## src/rtl/iir2_pkg.sv

```systemverilog
package iir2_pkg;

    typedef enum logic [1:0] {
        ST_IDLE  = 2'd0,
        ST_MAC   = 2'd1,
        ST_QUANT = 2'd2
    } iir2_state_e;

    // five products: three feed-forward then two feedback
    localparam int unsigned TAP_COUNT = 5;
    localparam int unsigned TAP_FB0   = 3;

endpackage

```

## src/rtl/iir2_coef_bank.sv

```systemverilog
module iir2_coef_bank #(
    parameter int unsigned COEF_W = 24,
    parameter int unsigned N      = 5,
    parameter int unsigned AW     = 3
) (
    input  logic                       clk,
    input  logic                       rst,
    input  logic                       we,
    input  logic [AW-1:0]              addr,
    input  logic signed [COEF_W-1:0]   wdata,
    output logic [N*COEF_W-1:0]        coef_flat
);

    for (genvar g = 0; g < N; g++) begin : g_slot
        logic signed [COEF_W-1:0] slot_q;

        always_ff @(posedge clk) begin
            if (rst) begin
                slot_q <= '0;
            end else if (we && (addr == AW'(g))) begin
                slot_q <= wdata;
            end
        end

        assign coef_flat[g*COEF_W +: COEF_W] = slot_q;
    end

endmodule

```

## src/rtl/iir2_mac.sv

```systemverilog
module iir2_mac #(
    parameter int unsigned OP_W      = 26,
    parameter int unsigned COEF_W    = 24,
    parameter int unsigned ACC_W     = 53,
    parameter bit          MUL_SPLIT = 1'b1
) (
    input  logic signed [OP_W-1:0]   operand,
    input  logic signed [COEF_W-1:0] coef,
    input  logic                     subtract,
    input  logic signed [ACC_W-1:0]  acc_in,
    output logic signed [ACC_W-1:0]  acc_out
);

    localparam int unsigned PROD_W = OP_W + COEF_W;
    localparam int unsigned LO_W   = 17;
    localparam int unsigned HI_W   = COEF_W - LO_W;
    localparam int unsigned PH_W   = OP_W + HI_W;
    localparam int unsigned PL_W   = OP_W + LO_W + 1;

    logic signed [PROD_W-1:0] prod;
    logic signed [ACC_W-1:0]  prod_ext;

    if (MUL_SPLIT) begin : g_split
        // coefficient cut into a signed upper slice and an unsigned lower slice
        logic signed [PH_W-1:0] p_hi;
        logic signed [PL_W-1:0] p_lo;
        logic signed [HI_W-1:0] c_hi;
        logic signed [LO_W:0]   c_lo;

        assign c_hi = coef[COEF_W-1:LO_W];
        assign c_lo = {1'b0, coef[LO_W-1:0]};
        assign p_hi = PH_W'(operand) * PH_W'(c_hi);
        assign p_lo = PL_W'(operand) * PL_W'(c_lo);
        assign prod = (PROD_W'(p_hi) <<< LO_W) + PROD_W'(p_lo);
    end else begin : g_flat
        assign prod = PROD_W'(operand) * PROD_W'(coef);
    end

    assign prod_ext = {{(ACC_W-PROD_W){prod[PROD_W-1]}}, prod};
    assign acc_out  = subtract ? (acc_in - prod_ext) : (acc_in + prod_ext);

endmodule

```

## src/rtl/iir2_requant.sv

```systemverilog
module iir2_requant #(
    parameter int unsigned ACC_W = 53,
    parameter int unsigned ST_W  = 26,
    parameter int unsigned CF    = 22
) (
    input  logic signed [ACC_W-1:0] acc,
    output logic signed [ST_W-1:0]  state_q,
    output logic [CF-1:0]           resid_q,
    output logic                    sat
);

    localparam int unsigned HI_W = ACC_W - CF;

    logic [HI_W-1:0] hi;
    logic            ovf_pos;
    logic            ovf_neg;

    assign hi      = acc[ACC_W-1:CF];
    assign ovf_pos = !hi[HI_W-1] &&  (|hi[HI_W-2:ST_W-1]);
    assign ovf_neg =  hi[HI_W-1] && !(&hi[HI_W-2:ST_W-1]);
    assign sat     = ovf_pos || ovf_neg;
    assign resid_q = acc[CF-1:0];

    always_comb begin
        if (ovf_pos) begin
            state_q = {1'b0, {(ST_W-1){1'b1}}};
        end else if (ovf_neg) begin
            state_q = {1'b1, {(ST_W-1){1'b0}}};
        end else begin
            state_q = hi[ST_W-1:0];
        end
    end

endmodule

```

## src/rtl/iir2_section.sv

```systemverilog
module iir2_section
    import iir2_pkg::*;
#(
    parameter int unsigned IN_W      = 16,
    parameter int unsigned COEF_W    = 24,
    parameter int unsigned ST_W      = 26,
    parameter int unsigned CFG_AW    = 3,
    parameter bit          MUL_SPLIT = 1'b1
) (
    input  logic                     clk,
    input  logic                     rst,
    input  logic                     in_valid,
    input  logic signed [IN_W-1:0]   in_sample,
    input  logic                     mode_save,
    input  logic                     cfg_we,
    input  logic [CFG_AW-1:0]        cfg_addr,
    input  logic signed [COEF_W-1:0] cfg_data,
    output logic                     out_valid,
    output logic signed [IN_W-1:0]   out_sample
);

    localparam int unsigned CF      = COEF_W - 2;
    localparam int unsigned YF      = ST_W - IN_W;
    localparam int unsigned PROD_W  = ST_W + COEF_W;
    localparam int unsigned ACC_W   = PROD_W + 3;
    localparam int unsigned TAP_W   = $clog2(TAP_COUNT);
    localparam int unsigned LATENCY = TAP_COUNT + 1;

    iir2_state_e state, state_nx;

    logic [TAP_W-1:0]          tap;
    logic signed [IN_W-1:0]    x_cur, x1, x2;
    logic signed [ST_W-1:0]    y1, y2;
    logic signed [ACC_W-1:0]   acc, acc_sum;
    logic [CF-1:0]             resid;
    logic                      mode_q;
    logic                      accept;

    logic [TAP_COUNT*COEF_W-1:0] coef_flat;
    logic signed [COEF_W-1:0]    coef_arr [TAP_COUNT];
    logic signed [COEF_W-1:0]    coef_sel;
    logic signed [ST_W-1:0]      op_sel;
    logic                        op_sub;

    logic signed [ST_W-1:0]      q_state;
    logic [CF-1:0]               q_resid;
    logic                        q_sat;

    iir2_coef_bank #(
        .COEF_W (COEF_W),
        .N      (TAP_COUNT),
        .AW     (CFG_AW)
    ) u_bank (
        .clk       (clk),
        .rst       (rst),
        .we        (cfg_we),
        .addr      (cfg_addr),
        .wdata     (cfg_data),
        .coef_flat (coef_flat)
    );

    for (genvar g = 0; g < TAP_COUNT; g++) begin : g_unpack
        assign coef_arr[g] = coef_flat[g*COEF_W +: COEF_W];
    end

    // operand and coefficient steering for the current tap
    always_comb begin
        op_sel   = '0;
        coef_sel = '0;
        op_sub   = 1'b0;
        case (tap)
            TAP_W'(0): begin op_sel = {x_cur, {YF{1'b0}}}; coef_sel = coef_arr[0]; end
            TAP_W'(1): begin op_sel = {x1, {YF{1'b0}}};    coef_sel = coef_arr[1]; end
            TAP_W'(2): begin op_sel = {x2, {YF{1'b0}}};    coef_sel = coef_arr[2]; end
            TAP_W'(3): begin op_sel = y1; coef_sel = coef_arr[TAP_FB0];     op_sub = 1'b1; end
            TAP_W'(4): begin op_sel = y2; coef_sel = coef_arr[TAP_FB0 + 1]; op_sub = 1'b1; end
            default:   begin op_sel = '0; coef_sel = '0; op_sub = 1'b0; end
        endcase
    end

    iir2_mac #(
        .OP_W      (ST_W),
        .COEF_W    (COEF_W),
        .ACC_W     (ACC_W),
        .MUL_SPLIT (MUL_SPLIT)
    ) u_mac (
        .operand  (op_sel),
        .coef     (coef_sel),
        .subtract (op_sub),
        .acc_in   (acc),
        .acc_out  (acc_sum)
    );

    iir2_requant #(
        .ACC_W (ACC_W),
        .ST_W  (ST_W),
        .CF    (CF)
    ) u_requant (
        .acc     (acc),
        .state_q (q_state),
        .resid_q (q_resid),
        .sat     (q_sat)
    );

    assign accept = (state == ST_IDLE) && in_valid;

    // state register
    always_ff @(posedge clk) begin
        if (rst) begin
            state <= ST_IDLE;
        end else begin
            state <= state_nx;
        end
    end

    // transitions
    always_comb begin
        state_nx = state;
        unique case (state)
            ST_IDLE:  if (in_valid) state_nx = ST_MAC;
            ST_MAC:   if (tap == TAP_W'(TAP_COUNT - 1)) state_nx = ST_QUANT;
            ST_QUANT: state_nx = ST_IDLE;
            default:  state_nx = ST_IDLE;
        endcase
    end

    // datapath and outputs
    always_ff @(posedge clk) begin
        if (rst) begin
            tap        <= '0;
            x_cur      <= '0;
            x1         <= '0;
            x2         <= '0;
            y1         <= '0;
            y2         <= '0;
            acc        <= '0;
            resid      <= '0;
            mode_q     <= 1'b0;
            out_valid  <= 1'b0;
            out_sample <= '0;
        end else begin
            out_valid <= 1'b0;
            unique case (state)
                ST_IDLE: begin
                    if (in_valid) begin
                        x_cur  <= in_sample;
                        mode_q <= mode_save;
                        tap    <= '0;
                        acc    <= mode_save ? {{(ACC_W-CF){1'b0}}, resid} : '0;
                    end
                end
                ST_MAC: begin
                    acc <= acc_sum;
                    tap <= tap + 1'b1;
                end
                ST_QUANT: begin
                    x2         <= x1;
                    x1         <= x_cur;
                    y2         <= y1;
                    y1         <= q_state;
                    resid      <= (mode_q && !q_sat) ? q_resid : '0;
                    out_sample <= q_state[ST_W-1 -: IN_W];
                    out_valid  <= 1'b1;
                end
                default: ;
            endcase
        end
    end

endmodule

```

## config.mk

```make
export PLATFORM = sky130hd
export DESIGN_NAME = iir2_section
export DESIGN_NICKNAME = d
export VERILOG_FILES = /design/src/rtl/iir2_pkg.sv /design/src/rtl/iir2_coef_bank.sv /design/src/rtl/iir2_mac.sv /design/src/rtl/iir2_requant.sv /design/src/rtl/iir2_section.sv
export SDC_FILE = /design/constraint.sdc
export NUM_CORES = 2
export LEC_CHECK = 0
export BUFFER_PORTS_ARGS = -buffer_cell sky130_fd_sc_hd__buf_2
export CAP_MARGIN = 20
export CORE_MARGIN = 1
export CORE_UTILIZATION = 50
export DETAILED_ROUTE_END_ITERATION = 12
export PLACE_DENSITY = 0.66
export SLEW_MARGIN = 10
export SYNTH_ARGS = -nofsm -noshare
export SYNTH_HDL_FRONTEND = slang
export SYNTH_SLANG_ARGS = --single-unit
```

## constraint.sdc

```tcl
create_clock -name clk -period 17.6 [get_ports clk]
set_input_delay 1.76 -clock clk [delete_from_list [all_inputs] [get_ports clk]]
set_output_delay 1.76 -clock clk [all_outputs]
set_load 0.02 [all_outputs]
```

==> results.yml <==
min_path:
  min_path_type: "register to register"
yosys:
  synth_sequential_area_ratio: 0.154
  yosys_warnings: 0
  synthFlopType: "dfxtp_1"
  post_synth_num_cell_types: 92
  synth.avg_cell_area_sq_um: 8.19
  postSynthRegisterBits: 302
  post_synth_inst_count: 4799
  netlist_area_sq_um: 39300
  synth_async_sr_flop_share: 0
  net_count_of_the_mapped_netlist: 5717
  number_of_synthesized_flops_with_an_enable_pin: 0
critical_path:
  critPathTopFamily: "adder cells"
  critical_path.slowest_cell: "and2_2"
  crit-reg2reg-launch: "tap[2]"
  worst-setup-path-type: "register to register"
  timing.critical_path.to_type: "register"
  crit_arrival_ns: 15.29
  crit_buf_inv: 4
  slowest_stage_delay_cp_ns: 0.75
  timing.critical_path.from_type: "register"
  timing.reg2reg.worst_path_depth: 45
  logic_depth_of_the_worst_setup_path_including_buffers: 45
  critPathMostFrequentCell: "fa_1"
  critPathMaxFanout: 28
  capturing_element_of_the_worst_setup_path: "acc[52]"
  reg2reg_to: "acc[52]"
  startpoint: "tap[2]"
  timing.reg2reg.setup_slack_ns: 2.85
  worst_ep_required_time_ns: 18.14
layout:
  fraction_of_layout_instances_using_a_drive_strength_above_1: 0.0507
  layout-area-overhead-vs-synth_pct: 5.66
  fin_nets: 5590
  diodes: 0
  post_layout_nonfiller_instances: 5736
timing:
  slew_violations: 0
  fin_worst_hold_slack_ns: 0.455
  clock_period_minus_worst_slack_ns: 14.75
  fin_crit_sh: 0.838
  clock_skew_ns: 0.0258
  hold_viol_final: 0
  maxSlewHeadroom: 0.177
  rsz0062_at_grt: "false"
  final.setup.tns_ns: 0
  layout_setup_ws_ns: 2.85
  maxClockFrequency_mhz: 67.8
  finalSetupViolations: 0
  max_slew.worst_pin.slew_ns: 1.23
clock_tree:
  cts_tree: "built"
  worst_skew_pair.late_latency_ns: 0.61
  post_cts.resized_instances: 0
  htreeDepth: 1
  cts.clk_slew.worst_paths_ns: 0.07
  cts_setup_buffers: 0
  largest_buffer_count_on_any_clock_path: 3
  tritoncts_num_sinks: 302
  cts_root_buf: "clkbuf_16"
  cts_inserted_buffers: 30
  cts_hold_buffers: 0
floorplanning:
  total_core_area_sq_um: 77600
  rows: 102
  chipWidth_um: 282
  die-area_sq_um: 79700
  boundaryPins: 65
  chipHeight_um: 282
  start_util: 0.506
flow_run:
  max_cap_violations: 0
global_route:
  largest_net_degree_at_the_start_of_global_routing: 193
  global_route.overflow_total: 0
  antenna_found_initial: 1
  via_count_of_the_first_global_routing_pass: 33100
  wire_length_of_the_first_global_routing_pass_um: 190000
  grt_util_all_layers: 0.310
power:
  leakage_power_nw: 17.7
  ir_drop_v: 0.0000869
  power_density_over_cell_area_nw_per_um2: 55.8
placed_design:
  dpl.cell_count: 5678
  preCtsSetupSlack_ns: 3.03
  io_buffer_count: 64
  dp_hpwl_um: 92000
  finalWeightedCongestion: 0.994
routing:
  vias_per_cell: 5.73
  route.vias.total: 32800
  first_iter_violations: 3172
  ant_nets: 0
  wire_per_inst_um: 20.9
  post-route-drc-count: 0
  drt_first_pass_iters: 9
  totalWireLength_um: 120000
run_status:
  status: "complete, no violations"
-- layout by cell type, fill, tap and decap left out, types with 71 or more instances in the layout --
| master | instances |
|---|---|
| fa_1 | 618 |
| a21oi_1 | 373 |
| nor2_1 | 415 |
| nand2_1 | 878 |
| inv_1 | 674 |
| dfxtp_1 | 301 |
| ha_1 | 251 |
| a22oi_1 | 87 |
| nand3_1 | 75 |
| xnor2_1 | 99 |
| a21o_1 | 71 |
-- per-layer routing --
metal,wire length [um],global-route usage,share of wire,up-vias
met1,49500,0.415,0.41,16100
met5,0,0,0,-
met2,54600,0.495,0.46,1295
met3,10200,0.0589,0.085,260
li1,-,-,-,15200
met4,5630,0.120,0.047,0
-- worst min-delay path by stage --
stage                                 from                          end  slack [ns]  cells past startpoint
3_3_place_gp   u_bank.g_slot[1].slot_q[10]  u_bank.g_slot[1].slot_q[10]        0.44                      2
5_1_grt                             y2[10]                       y2[10]        0.47                      2
3_5_place_dp    u_bank.g_slot[0].slot_q[4]   u_bank.g_slot[0].slot_q[4]        0.45                      2
6_report        u_bank.g_slot[4].slot_q[6]   u_bank.g_slot[4].slot_q[6]        0.46                      2
2_1_floorplan  u_bank.g_slot[1].slot_q[10]  u_bank.g_slot[1].slot_q[10]        0.44                      2
4_1_cts         u_bank.g_slot[4].slot_q[6]   u_bank.g_slot[4].slot_q[6]        0.46                      2
-- synth_stat cells, types with 24 or more instances --
| library cell | instances | area [sq um] |
|---|---|---|
| xnor2_1 | 99 | 867 |
| ha_1 | 252 | 3150 |
| clkbuf_1 | 251 | 942 |
| and3_1 | 24 | 150 |
| a22oi_1 | 87 | 653 |
| fa_1 | 618 | 12400 |
| nand3_1 | 75 | 375 |
| dfxtp_1 | 302 | 6050 |
| a21oi_1 | 374 | 1870 |
| o21ai_0 | 73 | 365 |
| a21o_1 | 71 | 533 |
| o211ai_1 | 35 | 263 |
| and2_1 | 30 | 188 |
| xor2_1 | 62 | 543 |
| inv_1 | 674 | 2530 |
| nor2_1 | 416 | 1560 |
| nor3_1 | 31 | 155 |
| a222oi_1 | 36 | 360 |
| o21ai_1 | 35 | 175 |
| nand2_1 | 878 | 3300 |
| o21a_1 | 40 | 300 |
-- kinds of logic (layout without fill, tap and decap cells) --
group | Yosys count | after routing | synth area share
mux | 5 | 5 | 0.00131
compound gates | 911 | 911 | 0.150
buf+inv | 966 | 863 | 0.0941
flops | 302 | 302 | 0.154
simple gates | 1583 | 1583 | 0.169
fa+ha+maj | 870 | 870 | 0.395
xor+xnor | 162 | 162 | 0.0365
-- through the flow --
step / utilization / area [sq um] / total power, mW
after floorplan: - / 39300 / 1.39
after global placement: 0.521 / 40400 / 1.61
after detailed placement: 0.521 / 40400 / 1.61
after CTS: 0.534 / 41500 / 2.31
after global routing: 0.535 / 41500 / 2.44
final: 0.535 / 41500 / 2.32
-- state kept, by name (all words and copies together) (netlist names) --
name,cells
acc,53
mode_q,1
out_sample,16
out_valid,1
resid,22
state,2
tap,3
u_bank.g_slot.slot_q,120
x1,16
x2,16
x_cur,16
y1,10
y2,26
-- tightest hold or removal path: cells and delay by family, from the launching register on --
kind / cells / cell delay [ns]
AOI/OAI and AO/OA: 1 / 0.05
and+or+nand+nor: 1 / 0.05
DFF: 1 / 0.31
-- final cells by class --
| cell class | count | area, sq um |
|---|---|---|
| Clock buffer | 39 | 835 |
| Clock inverter | 17 | 224 |
| Fill cell | 7392 | 36100 |
| Inverter | 675 | 2530 |
| Multi-Input combinational cell | 3531 | 29700 |
| Sequential cell | 302 | 6050 |
| Tap cell | 1040 | 1300 |
| Timing Repair Buffer | 132 | 885 |
-- power breakdown --
group / total, mW / internal [mW] / switching, mW
Sequential: 0.747 / 0.715 / 0.0324
Clock: 0.702 / 0.396 / 0.305
Combinational: 0.868 / 0.333 / 0.534
Total: 2.32 / 1.44 / 0.872
Note: power is estimated with default switching activity, not from simulation.
